$ cat config.mk
export PLATFORM = sky130hd
export DESIGN_NAME = rtc_sec_core
export DESIGN_NICKNAME = d
export VERILOG_FILES = /design/src/rtl/rtc_sec_pkg.sv /design/src/rtl/rtc_sec_counter.sv /design/src/rtl/rtc_irq_ctrl.sv /design/src/rtl/rtc_regfile.sv /design/src/rtl/rtc_sec_core.sv
export SDC_FILE = /design/constraint.sdc
export NUM_CORES = 1
export LEC_CHECK = 0
export CAP_MARGIN = 40
export CORE_MARGIN = 8
export CORE_UTILIZATION = 25
export DETAILED_ROUTE_END_ITERATION = 8
export PLACE_DENSITY_LB_ADDON = 0.2
export SETUP_SLACK_MARGIN = 0.1
export SYNTH_ARGS = -nofsm -noshare
export SYNTH_HDL_FRONTEND = slang
export SYNTH_HIERARCHICAL = 1
export SYNTH_SLANG_ARGS = --single-unit
$ cat constraint.sdc
create_clock -name clk -period 7.75 [get_ports clk]
set_input_delay 1.55 -clock clk [delete_from_list [all_inputs] [get_ports clk]]
set_output_delay 1.55 -clock clk [all_outputs]
set_load 0.1 [all_outputs]
$ cat src/rtl/rtc_sec_pkg.sv
package rtc_sec_pkg;

   localparam int unsigned OFS_W = 7;

   typedef enum logic [OFS_W-1:0] {
      OFS_SET_WR = 7'h00,
      OFS_SET_RD = 7'h04,
      OFS_TIME   = 7'h10,
      OFS_TICK   = 7'h14,
      OFS_ALARM  = 7'h18,
      OFS_STS    = 7'h20,
      OFS_MASK   = 7'h24,
      OFS_EN     = 7'h28,
      OFS_DIS    = 7'h2C,
      OFS_CTRL   = 7'h40
   } rtc_ofs_e;

   localparam int unsigned SRC_SEC   = 0;
   localparam int unsigned SRC_ALARM = 1;
   localparam int unsigned N_SRC     = 2;

   localparam int unsigned CTRL_BATT_BIT = 31;
   localparam int unsigned CTRL_OSC_BIT  = 24;

   typedef struct packed {
      logic set_we;
      logic alarm_we;
      logic sts_we;
      logic en_we;
      logic dis_we;
      logic ctrl_we;
   } rtc_wr_strb_t;

endpackage

$ cat src/rtl/rtc_sec_counter.sv
module rtc_sec_counter
   import rtc_sec_pkg::*;
#(
   parameter int unsigned TIME_W      = 32,
   parameter int unsigned TICK_W      = 16,
   parameter bit          TICK_CNT_EN = 1'b1
) (
   input  logic              clk,
   input  logic              rst_n,
   input  logic              tick,
   input  logic              set_we,
   input  logic [TIME_W-1:0] set_wdata,
   input  logic [TIME_W-1:0] alarm_val,
   output logic [TIME_W-1:0] cur_time,
   output logic [TIME_W-1:0] set_val,
   output logic [TICK_W-1:0] tick_cnt,
   output logic              alarm_hit
);

   localparam logic [TICK_W-1:0] TICK_MAX = {TICK_W{1'b1}};

   logic [TIME_W-1:0] cur_q;
   logic [TIME_W-1:0] set_q;
   logic              pend_q;
   logic [TIME_W-1:0] next_time;

   // a staged value replaces the increment for exactly one tick
   always_comb begin
      next_time = pend_q ? set_q : cur_q + TIME_W'(1);
   end

   always_ff @(posedge clk) begin
      if (!rst_n) begin
         cur_q  <= '0;
         set_q  <= '0;
         pend_q <= 1'b0;
      end else begin
         if (tick) begin
            cur_q <= next_time;
         end
         if (set_we) begin
            set_q  <= set_wdata;
            pend_q <= 1'b1;
         end else if (tick) begin
            pend_q <= 1'b0;
         end
      end
   end

   // compare against the value the count takes at this edge
   assign alarm_hit = tick && (next_time == alarm_val);
   assign cur_time  = cur_q;
   assign set_val   = set_q;

   generate
      if (TICK_CNT_EN) begin : g_tick_cnt
         logic [TICK_W-1:0] cnt_q;
         always_ff @(posedge clk) begin
            if (!rst_n) begin
               cnt_q <= '0;
            end else if (tick) begin
               cnt_q <= '0;
            end else if (cnt_q != TICK_MAX) begin
               cnt_q <= cnt_q + TICK_W'(1);
            end
         end
         assign tick_cnt = cnt_q;

         a_r12_tick_clears : assert property (@(posedge clk) disable iff (!rst_n)
            tick |=> (tick_cnt == '0));
         a_r12_saturate : assert property (@(posedge clk) disable iff (!rst_n)
            (!tick && tick_cnt == TICK_MAX) |=> (tick_cnt == TICK_MAX));
      end else begin : g_no_tick_cnt
         assign tick_cnt = '0;
      end
   endgenerate

   a_r2_hold : assert property (@(posedge clk) disable iff (!rst_n)
      !tick |=> $stable(cur_q));
   a_r2_increment : assert property (@(posedge clk) disable iff (!rst_n)
      (tick && !pend_q) |=> (cur_q == $past(cur_q) + TIME_W'(1)));
   a_r3_load : assert property (@(posedge clk) disable iff (!rst_n)
      (tick && pend_q) |=> (cur_q == $past(set_q)));
   a_r3_stay_pending : assert property (@(posedge clk) disable iff (!rst_n)
      set_we |=> pend_q);

endmodule

$ cat src/rtl/rtc_irq_ctrl.sv
module rtc_irq_ctrl
   import rtc_sec_pkg::*;
#(
   parameter int unsigned NSRC = N_SRC
) (
   input  logic            clk,
   input  logic            rst_n,
   input  logic [NSRC-1:0] set_ev,
   input  logic            clr_we,
   input  logic            en_we,
   input  logic            dis_we,
   input  logic [NSRC-1:0] wbits,
   output logic [NSRC-1:0] sts,
   output logic [NSRC-1:0] en,
   output logic [NSRC-1:0] irq
);

   generate
      for (genvar i = 0; i < NSRC; i++) begin : g_src
         logic sts_q;
         logic en_q;

         always_ff @(posedge clk) begin
            if (!rst_n) begin
               sts_q <= 1'b0;
            end else if (set_ev[i]) begin
               sts_q <= 1'b1;
            end else if (clr_we && wbits[i]) begin
               sts_q <= 1'b0;
            end
         end

         always_ff @(posedge clk) begin
            if (!rst_n) begin
               en_q <= 1'b0;
            end else if (en_we && wbits[i]) begin
               en_q <= 1'b1;
            end else if (dis_we && wbits[i]) begin
               en_q <= 1'b0;
            end
         end

         assign sts[i] = sts_q;
         assign en[i]  = en_q;
         assign irq[i] = sts_q & en_q;

         a_r7_set_wins : assert property (@(posedge clk) disable iff (!rst_n)
            set_ev[i] |=> sts[i]);
         a_r7_w1c : assert property (@(posedge clk) disable iff (!rst_n)
            (clr_we && wbits[i] && !set_ev[i]) |=> !sts[i]);
         a_r8_enable : assert property (@(posedge clk) disable iff (!rst_n)
            (en_we && wbits[i]) |=> en[i]);
         a_r8_disable : assert property (@(posedge clk) disable iff (!rst_n)
            (dis_we && wbits[i]) |=> !en[i]);
      end
   endgenerate

endmodule

$ cat src/rtl/rtc_regfile.sv
module rtc_regfile
   import rtc_sec_pkg::*;
#(
   parameter int unsigned ADDR_W   = 8,
   parameter int unsigned DATA_W   = 32,
   parameter int unsigned TIME_W   = 32,
   parameter int unsigned TICK_W   = 16,
   parameter logic [31:0] CTRL_RST = 32'h0100_0000
) (
   input  logic              clk,
   input  logic              rst_n,
   input  logic              bus_wr,
   input  logic              bus_rd,
   input  logic [ADDR_W-1:0] bus_addr,
   input  logic [DATA_W-1:0] bus_wdata,
   output logic [DATA_W-1:0] bus_rdata,
   output rtc_wr_strb_t      strb,
   output logic [TIME_W-1:0] alarm_val,
   output logic [DATA_W-1:0] ctrl_val,
   input  logic [TIME_W-1:0] cur_time,
   input  logic [TIME_W-1:0] set_val,
   input  logic [TICK_W-1:0] tick_cnt,
   input  logic [N_SRC-1:0]  sts,
   input  logic [N_SRC-1:0]  en
);

   localparam logic [DATA_W-1:0] CTRL_KEEP =
      (DATA_W'(1) << CTRL_BATT_BIT) | (DATA_W'(1) << CTRL_OSC_BIT);
   localparam logic [DATA_W-1:0] CTRL_INIT = DATA_W'(CTRL_RST) & CTRL_KEEP;

   function automatic logic at(input logic [ADDR_W-1:0] a, input rtc_ofs_e o);
      return a == ADDR_W'(int'(o));
   endfunction

   logic [TIME_W-1:0] alarm_q;
   logic [DATA_W-1:0] ctrl_q;
   logic [DATA_W-1:0] rd_mux;
   logic [DATA_W-1:0] rdata_q;

   always_comb begin
      strb.set_we   = bus_wr && at(bus_addr, OFS_SET_WR);
      strb.alarm_we = bus_wr && at(bus_addr, OFS_ALARM);
      strb.sts_we   = bus_wr && at(bus_addr, OFS_STS);
      strb.en_we    = bus_wr && at(bus_addr, OFS_EN);
      strb.dis_we   = bus_wr && at(bus_addr, OFS_DIS);
      strb.ctrl_we  = bus_wr && at(bus_addr, OFS_CTRL);
   end

   always_ff @(posedge clk) begin
      if (!rst_n) begin
         alarm_q <= '0;
         ctrl_q  <= CTRL_INIT;
      end else begin
         if (strb.alarm_we) begin
            alarm_q <= bus_wdata[TIME_W-1:0];
         end
         if (strb.ctrl_we) begin
            ctrl_q <= bus_wdata & CTRL_KEEP;
         end
      end
   end

   always_comb begin
      rd_mux = '0;
      if (at(bus_addr, OFS_SET_RD)) rd_mux = DATA_W'(set_val);
      if (at(bus_addr, OFS_TIME))   rd_mux = DATA_W'(cur_time);
      if (at(bus_addr, OFS_TICK))   rd_mux = DATA_W'(tick_cnt);
      if (at(bus_addr, OFS_ALARM))  rd_mux = DATA_W'(alarm_q);
      if (at(bus_addr, OFS_STS))    rd_mux = DATA_W'(sts);
      if (at(bus_addr, OFS_MASK))   rd_mux = DATA_W'(en);
      if (at(bus_addr, OFS_CTRL))   rd_mux = ctrl_q;
   end

   always_ff @(posedge clk) begin
      if (!rst_n) begin
         rdata_q <= '0;
      end else if (bus_rd) begin
         rdata_q <= rd_mux;
      end
   end

   assign bus_rdata = rdata_q;
   assign alarm_val = alarm_q;
   assign ctrl_val  = ctrl_q;

   a_r11_rdata_hold : assert property (@(posedge clk) disable iff (!rst_n)
      !bus_rd |=> $stable(bus_rdata));
   a_r10_ctrl_reserved : assert property (@(posedge clk) disable iff (!rst_n)
      strb.ctrl_we |=> ((ctrl_val & ~CTRL_KEEP) == '0));
   a_r6_alarm_store : assert property (@(posedge clk) disable iff (!rst_n)
      strb.alarm_we |=> (alarm_val == $past(bus_wdata[TIME_W-1:0])));

endmodule

$ cat src/rtl/rtc_sec_core.sv
module rtc_sec_core
   import rtc_sec_pkg::*;
#(
   parameter int unsigned ADDR_W      = 8,
   parameter int unsigned DATA_W      = 32,
   parameter int unsigned TIME_W      = 32,
   parameter int unsigned TICK_W      = 16,
   parameter bit          TICK_CNT_EN = 1'b1,
   parameter logic [31:0] CTRL_RST    = 32'h0100_0000
) (
   input  logic              clk,
   input  logic              rst_n,
   input  logic              sec_tick,
   input  logic              bus_wr,
   input  logic              bus_rd,
   input  logic [ADDR_W-1:0] bus_addr,
   input  logic [DATA_W-1:0] bus_wdata,
   output logic [DATA_W-1:0] bus_rdata,
   output logic              irq_sec_o,
   output logic              irq_alarm_o,
   output logic              osc_en_o,
   output logic              batt_sw_en_o
);

   generate
      if (ADDR_W < OFS_W) begin : g_bad_addr
         $error("rtc_sec_core: ADDR_W too small for the register map");
      end
      if (DATA_W < 32) begin : g_bad_data
         $error("rtc_sec_core: DATA_W must hold control bit 31");
      end
      if (TIME_W > DATA_W || TIME_W < 2) begin : g_bad_time
         $error("rtc_sec_core: TIME_W out of range");
      end
      if (TICK_W > DATA_W || TICK_W < 1) begin : g_bad_tick
         $error("rtc_sec_core: TICK_W out of range");
      end
   endgenerate

   rtc_wr_strb_t      strb;
   logic [TIME_W-1:0] alarm_val;
   logic [DATA_W-1:0] ctrl_val;
   logic [TIME_W-1:0] cur_time;
   logic [TIME_W-1:0] set_val;
   logic [TICK_W-1:0] tick_cnt;
   logic              alarm_hit;
   logic [N_SRC-1:0]  sts;
   logic [N_SRC-1:0]  en;
   logic [N_SRC-1:0]  irq;
   logic [N_SRC-1:0]  set_ev;

   rtc_regfile #(
      .ADDR_W   (ADDR_W),
      .DATA_W   (DATA_W),
      .TIME_W   (TIME_W),
      .TICK_W   (TICK_W),
      .CTRL_RST (CTRL_RST)
   ) u_regs (
      .clk       (clk),
      .rst_n     (rst_n),
      .bus_wr    (bus_wr),
      .bus_rd    (bus_rd),
      .bus_addr  (bus_addr),
      .bus_wdata (bus_wdata),
      .bus_rdata (bus_rdata),
      .strb      (strb),
      .alarm_val (alarm_val),
      .ctrl_val  (ctrl_val),
      .cur_time  (cur_time),
      .set_val   (set_val),
      .tick_cnt  (tick_cnt),
      .sts       (sts),
      .en        (en)
   );

   rtc_sec_counter #(
      .TIME_W      (TIME_W),
      .TICK_W      (TICK_W),
      .TICK_CNT_EN (TICK_CNT_EN)
   ) u_count (
      .clk       (clk),
      .rst_n     (rst_n),
      .tick      (sec_tick),
      .set_we    (strb.set_we),
      .set_wdata (bus_wdata[TIME_W-1:0]),
      .alarm_val (alarm_val),
      .cur_time  (cur_time),
      .set_val   (set_val),
      .tick_cnt  (tick_cnt),
      .alarm_hit (alarm_hit)
   );

   always_comb begin
      set_ev            = '0;
      set_ev[SRC_SEC]   = sec_tick;
      set_ev[SRC_ALARM] = alarm_hit;
   end

   rtc_irq_ctrl #(
      .NSRC (N_SRC)
   ) u_irq (
      .clk    (clk),
      .rst_n  (rst_n),
      .set_ev (set_ev),
      .clr_we (strb.sts_we),
      .en_we  (strb.en_we),
      .dis_we (strb.dis_we),
      .wbits  (bus_wdata[N_SRC-1:0]),
      .sts    (sts),
      .en     (en),
      .irq    (irq)
   );

   assign irq_sec_o    = irq[SRC_SEC];
   assign irq_alarm_o  = irq[SRC_ALARM];
   assign osc_en_o     = ctrl_val[CTRL_OSC_BIT];
   assign batt_sw_en_o = ctrl_val[CTRL_BATT_BIT];

   a_r4_set_capture : assert property (@(posedge clk) disable iff (!rst_n)
      (bus_wr && bus_addr == ADDR_W'(int'(OFS_SET_WR)))
      |=> (set_val == $past(bus_wdata[TIME_W-1:0])));
   a_r8_en_stable : assert property (@(posedge clk) disable iff (!rst_n)
      !(strb.en_we || strb.dis_we) |=> $stable(en));
   a_r5_sec_flag : assert property (@(posedge clk) disable iff (!rst_n)
      sec_tick |=> sts[SRC_SEC]);
   a_r9_irq_gated : assert property (@(posedge clk) disable iff (!rst_n)
      (!en[SRC_ALARM] && !en[SRC_SEC]) |-> (!irq_alarm_o && !irq_sec_o));

endmodule

; ---- Word-level counts from Yosys, hierarchy flattened
; Index checks and enable logic that the tools add are counted.
[totals]
out_inout_bits = 36
ff_bits = 151
[classes]
reduce_logical = 20
n_bitwise = 3
mux = 18
n_addsub = 2
eq_ne = 11
[op_table]
columns = cell, count
row1 = $mux 32, 8
row2 = $add 32x1->32 const B, 1
row3 = $eq 32x32->1, 1
row4 = $eq 8x6->1 const B, 4
row5 = $eq 8x5->1 const B, 3
row6 = $add 16x1->16 const B, 1
row7 = $ne 16x16->1 const B, 1
row8 = $logic_and 1x1->1, 13
row9 = $mux 1, 10
row10 = $reduce_bool 2->1, 5
row11 = $eq 8x3->1 const B, 1
row12 = $eq 8x7->1 const B, 1
row13 = $logic_not 8->1, 1
row14 = $and 1x1->1, 2
row15 = $reduce_or 2->1, 1
row16 = $not 1->1, 1

; ---- Depth between registers and ports, before layout
; Gate-level depths: netlist of the first run.
[logic_depth]
word_depth = 8
ltp_mapped = 11
mapped_depth_nobuf = 10

; ---- Modules after synthesis
; The synthesis of the first run kept the hierarchy.
[modules_own_cells]
columns = mod, instances, cells_each, area_per_inst_um2
row1 = rtc_sec_counter, 1, 726, 5665.4
row2 = rtc_regfile, 1, 415, 3468.3
row3 = rtc_irq_ctrl, 1, 22, 190.2

; ---- Worst setup path before layout of the first run
; OpenSTA, ideal clock, no wires.
[synth_timing]
path_type = input to register
startpoint = input port bus_addr[0]
endpoint = register u_count.set_q[10] (netlist: u_count/set_val[10])
path_slack_ns = 4.072
arrival_ns = 3.561
cell_stages = 9
path_cell_list = buf_2 nor4_1 buf_2 buf_2 and3_1 clkbuf_1 clkbuf_1 mux2i_1 nor2b_1
[synth_lines]
columns = element, line
row1 = "start, declared", rtc_sec_core.sv:16  ; input logic [ADDR_W-1:0] bus_addr,
row2 = "end signal, assigned", rtc_sec_counter.sv:42  ; set_q <= set_wdata;
row3 = "end, declared", rtc_sec_counter.sv:23  ; logic [TIME_W-1:0] set_q;

; ---- Final worst setup path of the first run
[layout_timing]
startpoint = register u_count.cur_q[2] (netlist: u_count/cur_time[2])
endpoint = register u_irq.g_src[1].sts_q
[layout_between]
elab_chain_len = 5
[layout_rtl]
columns = element, line
row1 = "start, declared", rtc_sec_counter.sv:22  ; logic [TIME_W-1:0] cur_q;
row2 = "start signal, assigned", rtc_sec_counter.sv:39  ; cur_q <= next_time;
row3 = $add 32x1->32 *, rtc_sec_counter.sv:29  ; next_time = pend_q ? set_q : cur_q + TIME_W'(1);
row4 = $mux 32 *, rtc_sec_counter.sv:29
row5 = $eq 32x32->1 *, rtc_sec_counter.sv:51  ; assign alarm_hit = tick && (next_time == alarm_val);
row6 = $logic_and 1x1->1 *, rtc_sec_counter.sv:51
row7 = net alarm_hit, rtc_sec_core.sv:46  ; logic alarm_hit;
row8 = $mux 1 or $reduce_bool 2->1 (tied branches), n/a
row9 = "end signal, assigned", rtc_irq_ctrl.sv:25  ; sts_q <= 1'b0;
row10 = "end signal, assigned", rtc_irq_ctrl.sv:27  ; sts_q <= 1'b1;
row11 = "end signal, assigned", rtc_irq_ctrl.sv:29  ; sts_q <= 1'b0;
row12 = "end, declared", rtc_irq_ctrl.sv:20  ; logic sts_q;
; Mark *: on every way through the listed nets, which the timed path passes. The rest lies on a longest branch.
; A chain may end at the register's enable or synchronous reset.

==> results.txt, run 1 <==
----------------------------------------------------
[Outcome]
  Result of the run ... finished, final reports clean

[Finish]
  Multi-input combinational cell area ... 0.00552 mm^2
  # fillers ... 3838
  Fraction of final layout cells sized beyond drive strength 1 ... 9.94%
  Number of nets in the final layout ... 1231
  Area Growth Syn to Fin ... 26.8%
  Register cell area after layout ... 0.00302 mm^2
  Ant. Diodes ... 0
  Area of all placed cells without fillers ... 0.0115 mm^2

[Die]
  Die span in x ... 207 um
  Overall die height ... 207 um
  Count of pins on the block boundary ... 81
  Number of rows in the core area ... 70
  Initial Utilization ... 25.1%
  Core region area ... 0.0362 mm^2
  Die area ... 0.0427 mm^2

[Drt]
  DRT met1 WL ... 16.4 mm
  Vias after detailed routing ... 8849
  Final WL ... 34.8 mm
  DRT Pass-1 Iters ... 7
  Violation count after the first detailed-route iteration ... 745
  Via density per instance ... 5.31
  DRC ... 0
  Remaining antenna violation count ... 0
  Met2 Wirelength ... 15.7 mm
  Met3 Routed Length ... 2.17 mm
  Highest metal layer with signal wires ... met5
  Routed length per instance ... 20.9 um

[Clocking]
  Root Buffer ... sky130_fd_sc_hd__clkbuf_16
  Maximum buffer depth of the clock tree ... 2
  Post-CTS Hold Buffers ... 0
  CTS sink cnt ... 151
  Cts repair resizes ... 0
  CTS Buf Count ... 17
  TritonCTS clock tree ... built
  Clock insertion delay at the later pin of the skew report ... 0.44 ns
  CTS H-tree depth ... 4
  Post-CTS setup-driven buffer insertion count ... 0
  CTS clk-pin slew, worst paths ... 0.07 ns

[STA]
  Count of endpoints failing hold in the final timing report ... 0
  Hold Worst Slack ... 0.469 ns
  Total of endpoints with negative setup slack in the final report ... 0
  Period utilisation layout ... 54.3%
  Fin Clk Skew ... 0.0145 ns
  Final min period ... 4.21 ns
  Maximum clock frequency ... 0.238 GHz
  Max-slew violation count ... 0
  Sum of negative setup slack ... 0 ns
  Normalized max-slew margin ... 41.8%
  Measured slew at the worst slew-check pin ... 0.872 ns
  Setup repair after global routing missed its margin ... no

[Power]
  IR Drop Worst-Case VDD ... 0.104 mV
  Total leakage power ... 3.69 nW
  Power per cell area ... 156 mW/mm^2

[Worst setup path]
  Worst EP required ... 8.11 ns
  Element type at the critical path start ... register
  Kind of end point of the critical path ... register
  Classification of the worst setup path ... reg2reg
  Critical Path AT ... 4.57 ns
  Max FO, Critical Path ... 18

[Global route]
  Initial antenna violation count ... 3
  Via count of the first global-routing pass ... 8265
  Global-route wire length before repair ... 52.9 mm
  Global-route congestion overflow total ... 0
  GRT Resource Usage Total ... 16.3%
  Pin count of the biggest net entering global routing ... 55

[Run]
  Maxcap violations ... 0

[Placed design]
  Placement-stage cell area ... 0.0109 mm^2
  Global placement routability congestion ... 0.886
  Port bufs ... 80
  Post-DP HPWL ... 24.6 mm

[Synth]
  Gate Count Post-Synth ... 1131
  Netlist area before placement ... 0.00909 mm^2
  Synth warn ... 6
  Average cell area after synthesis ... 8.04 um^2
  Syn Nets ... 1178

[Min path]
  Class of the worst hold path ... reg2reg

----------------------------------------------------
==> critical path: stages (launching register included) <==
cell,delay (ns)
sky130_fd_sc_hd__dfxtp_1,0.61
sky130_fd_sc_hd__nand4_2,0.53
sky130_fd_sc_hd__nor4_2,0.79
sky130_fd_sc_hd__buf_4,0.29
sky130_fd_sc_hd__nand3_1,0.16
sky130_fd_sc_hd__mux2i_1,0.24
sky130_fd_sc_hd__nor4_1,0.52
sky130_fd_sc_hd__o2111ai_1,0.28
sky130_fd_sc_hd__a2111oi_4,0.43
sky130_fd_sc_hd__o21ai_0,0.12
sky130_fd_sc_hd__a31oi_1,0.15
==> area by class of cell <==
type,count,share of cell area [%]
Clock buffer,17,3.69
Clock inverter,15,1.68
Timing Repair Buffer,133,14.5
Sequential cell,151,26.2
Multi-Input combinational cell,854,47.9
Inverter,27,0.879
Tap cell,468,5.08
==> stage by stage <==
stage | utilization, % | cells | total power [mW] | setup WS, ns
after floorplan | - | 1131 | 0.861 | 4.07
after global placement | 28.1 | 1597 | 0.915 | 3.54
after detailed placement | 30.2 | 1633 | 0.918 | 3.45
after CTS | 31.9 | 1665 | 1.82 | 3.67
after global routing | 31.9 | 1665 | 1.86 | 3.31
final | 31.9 | 1665 | 1.80 | 3.54
==> power by group <==
part / leakage, nW / switching (mW) / internal (mW)
logic: 2.18 / 0.0682 / 0.0460
registers: 1.22 / 0.00686 / 0.779
clock network: 0.293 / 0.384 / 0.515
total: 3.69 / 0.459 / 1.34
==> cell usage in the layout, fill, tap and decap left out, drive strengths merged, types with 31 or more instances in the layout <==
cell type / instances
buf: 54
nor2: 55
nor2b: 60
mux2i: 40
a21oi: 70
clkdlybuf4s50: 79
o21ai: 36
nand2: 149
nand3: 33
dfxtp: 151
inv: 31
==> state kept, by name, summed over array words and instances, names as in the netlist <==
name               cells
u_irq/g_src.en_q       2
u_irq/g_src.sts_q      2
u_count/pend_q         1
u_regs/bus_rdata      32
u_regs/alarm_val      32
u_count/tick_cnt      16
u_count/cur_time      32
u_regs/ctrl_val        2
u_count/set_val       32
==> path summary, 6_finish.rpt <==
path,startpoint,endpoint,slack [ns],cells after the start
setup / recovery,u_count/cur_time[2]$_SDFFE_PN0P_,u_irq/g_src[1].sts_q$_SDFFE_PN0P_,3.54,10
hold / removal,u_regs/bus_rdata[5]$_SDFFE_PN0P_,u_regs/bus_rdata[5]$_SDFFE_PN0P_,0.47,1
setup reg to reg,u_count/cur_time[2]$_SDFFE_PN0P_,u_irq/g_src[1].sts_q$_SDFFE_PN0P_,3.54,10
hold reg to reg,u_regs/bus_rdata[5]$_SDFFE_PN0P_,u_regs/bus_rdata[5]$_SDFFE_PN0P_,0.47,1
==> per-layer routing <==
layer | track usage (%) | vias to the layer above
met5 | 0 | -
met4 | 4.52 | 6
met3 | 3.06 | 38
met2 | 25.2 | 260
met1 | 22.8 | 4283
li1 | - | 4262
(Power assumes the default switching activity.)
==> inputs of run 2 (changes only) <==
Clock period 7.75 ns to 3.9 ns, I/O delays scaled along.
==> run 2 against run 1 <==
  * Sequential share of layout area is 0.13 points lower
  * Sequential cell count did not move
  * Count of clock-buffer cells in the layout grew 1
  * Critical path depth is 1 lower
  * First-iteration DRC count decreased by 4.3%
  * Die area stayed put
  * Core utilization grew 0.16 points
  * Wire length increased by 6.2%
  * Worst setup slack got worse by 3.1 ns
  * Clock power grew 97%
  * Register-to-register slack got worse by 3.1 ns
  * Largest cell class unchanged
==> results.txt, run 2 (synthesized netlist as in run 1, its figures left out) <==
----------------------------------------------------
[Placed design]
  Port bufs ... 80
  Placement-stage cell area ... 0.0110 mm^2
  Post-DP HPWL ... 26.9 mm
  Number of placed instances, taps included ... 1661
  Global placement routability congestion ... 0.932

[Worst setup path]
  Worst reg2reg path depth ... 9
  End of the critical path ... u_irq/g_src[1].sts_q$_SDFFE_PN0P_
  Origin of the worst setup path ... u_count/cur_time[2]$_SDFFE_PN0P_
  Classification of the worst setup path ... reg2reg
  Max FO, Critical Path ... 13
  FF-to-FF Start ... u_count/cur_time[2]$_SDFFE_PN0P_
  Critical Path AT ... 3.77 ns
  Kind of end point of the critical path ... register
  Capture instance of the worst register-to-register path ... u_irq/g_src[1].sts_q$_SDFFE_PN0P_
  Worst-case register-to-register setup slack ... 0.49 ns
  Worst EP required ... 4.26 ns
  Element type at the critical path start ... register

[Clocking]
  Root Buffer ... sky130_fd_sc_hd__clkbuf_16
  Maximum buffer depth of the clock tree ... 2
  TritonCTS clock tree ... built
  Cts repair resizes ... 0
  Clock insertion delay at the later pin of the skew report ... 0.44 ns
  Post-CTS Hold Buffers ... 0
  CTS H-tree depth ... 4
  Post-CTS setup-driven buffer insertion count ... 0
  CTS sink cnt ... 151
  CTS clk-pin slew, worst paths ... 0.06 ns
  CTS Buf Count ... 17

[Die]
  Die span in x ... 207 um
  Core region area ... 0.0362 mm^2
  Count of pins on the block boundary ... 81
  Die area ... 0.0427 mm^2
  Initial Utilization ... 25.1%
  Number of rows in the core area ... 70
  Overall die height ... 207 um

[Power]
  Share of power burned in combinational logic ... 6.5%
  Fraction of power spent switching nets ... 25.0%
  IR Drop Worst-Case VDD ... 0.212 mV
  Sequential cell fraction of total power ... 43.8%
  Total leakage power ... 3.79 nW
  Relative contribution of the clock network to total power ... 49.7%
  Internal Power ... 2.67 mW
  Power per cell area ... 308 mW/mm^2
  Switch Pwr ... 890 uW

[Run]
  Maxcap violations ... 0

[Finish]
  Ant. Diodes ... 0
  Fraction of final layout cells sized beyond drive strength 1 ... 12.0%
  Final design utilization ... 32.0%
  Final Instance Count excl. Fillers ... 1692
  Highest-count cells in the layout ignoring fill and taps ... sky130_fd_sc_hd__dfxtp_1 (150), sky130_fd_sc_hd__nand2_1 (149), sky130_fd_sc_hd__clkdlybuf4s50_1 (79)
  Area of all placed cells without fillers ... 0.0116 mm^2
  Area Growth Syn to Fin ... 27.4%
  Most common cell after layout, fill and taps aside ... sky130_fd_sc_hd__dfxtp_1
  Number of nets in the final layout ... 1259

[STA]
  Max-slew violation count ... 0
  Normalized max-slew margin ... 44.2%
  Fin Clk Skew ... 0.00927 ns
  Sum of negative setup slack ... 0 ns
  Total of endpoints with negative setup slack in the final report ... 0
  Setup repair after global routing missed its margin ... no
  Count of endpoints failing hold in the final timing report ... 0
  Period utilisation layout ... 87.4%
  Measured slew at the worst slew-check pin ... 0.836 ns
  Final min period ... 3.41 ns
  Hold Worst Slack ... 0.473 ns
  Maximum clock frequency ... 0.293 GHz

[Drt]
  DRT Pass-1 Iters ... 6
  DRC ... 0
  Remaining antenna violation count ... 0
  Vias after detailed routing ... 9022
  Violation count after the first detailed-route iteration ... 713
  Routed length per instance ... 21.8 um
  Via density per instance ... 5.33
  Final WL ... 37.0 mm

[Global route]
  Pin count of the biggest net entering global routing ... 63
  Via count of the first global-routing pass ... 8781
  Global-route wire length before repair ... 56.5 mm
  Global-route congestion overflow total ... 0
  Initial antenna violation count ... 1
  GRT Resource Usage Total ... 17.4%

[Outcome]
  Result of the run ... finished, final reports clean

[Min path]
  Class of the worst hold path ... reg2reg

----------------------------------------------------
[run 2: changes by cell type in the layout (fill, tap and decap cells not counted)]
cell / delta
sky130_fd_sc_hd__inv_6: -1
sky130_fd_sc_hd__clkinv_4: -2
sky130_fd_sc_hd__buf_4: +28
sky130_fd_sc_hd__clkinv_2: +2
sky130_fd_sc_hd__nor4_2: +1
sky130_fd_sc_hd__buf_16: -12
sky130_fd_sc_hd__clkinvlp_4: -1
sky130_fd_sc_hd__clkbuf_8: +1
sky130_fd_sc_hd__nor4_1: -1
sky130_fd_sc_hd__buf_8: +12
[run 2: final cells by class]
type,instances,area (um^2)
Timing Repair Buffer,161,1740
Clock buffer,18,439
Tap cell,468,586
Inverter,27,101
Sequential cell,151,3020
Fill cell,3833,24600
Clock inverter,13,170
Multi-Input combinational cell,854,5530
[run 2: stage by stage]
| step | power [mW] | worst slack, ns |
|---|---|---|
| after CTS | 3.61 | 0.368 |
| after floorplan | 1.71 | 0.992 |
| final | 3.56 | 0.490 |
| after detailed placement | 1.83 | 0.374 |
| after global routing | 3.68 | 0.223 |
| after global placement | 1.82 | 0.473 |
[run 2: worst max-delay path, stage by stage (launching register included)]
cell,delay [ns]
sky130_fd_sc_hd__dfxtp_1,0.57
sky130_fd_sc_hd__nand4_2,0.34
sky130_fd_sc_hd__or4_1,0.70
sky130_fd_sc_hd__a211oi_1,0.32
sky130_fd_sc_hd__a21oi_1,0.11
sky130_fd_sc_hd__a2111oi_0,0.39
sky130_fd_sc_hd__o2111ai_1,0.26
sky130_fd_sc_hd__a2111oi_4,0.36
sky130_fd_sc_hd__o21ai_0,0.13
sky130_fd_sc_hd__a31oi_1,0.16
[run 2: power groups by stage]
| stage | clock, mW | combinational, mW | sequential, mW |
|---|---|---|---|
| after global placement | 0 | 0.228 | 1.59 |
| after global routing | 1.87 | 0.249 | 1.56 |
| after floorplan | 0 | 0.113 | 1.60 |
| after detailed placement | 0 | 0.234 | 1.59 |
| final | 1.77 | 0.233 | 1.56 |
| after CTS | 1.81 | 0.235 | 1.56 |
[run 2: worst min-delay path by stage]
stage | slack (ns) | endpoint | startpoint | cells past startpoint
after CTS | 0.48 | u_regs/alarm_val[16]$_SDFFE_PN0P_ | u_regs/alarm_val[16]$_SDFFE_PN0P_ | 2
after detailed placement | 0.47 | u_regs/alarm_val[16]$_SDFFE_PN0P_ | u_regs/alarm_val[16]$_SDFFE_PN0P_ | 2
after global routing | 0.49 | u_regs/alarm_val[16]$_SDFFE_PN0P_ | u_regs/alarm_val[16]$_SDFFE_PN0P_ | 2
final | 0.47 | u_regs/alarm_val[16]$_SDFFE_PN0P_ | u_regs/alarm_val[16]$_SDFFE_PN0P_ | 2
after floorplan | 0.45 | u_regs/alarm_val[2]$_SDFFE_PN0P_ | u_regs/alarm_val[2]$_SDFFE_PN0P_ | 2
after global placement | 0.46 | u_regs/alarm_val[16]$_SDFFE_PN0P_ | u_regs/alarm_val[16]$_SDFFE_PN0P_ | 2
[run 2: layer usage]
layer | track usage, % | vias up | share of wire [%]
li1 | - | 4329 | -
met1 | 24.3 | 4349 | 49
met4 | 5.54 | 2 | 2.0
met3 | 2.98 | 47 | 5.1
met5 | 0 | - | 0.035
met2 | 26.9 | 295 | 44
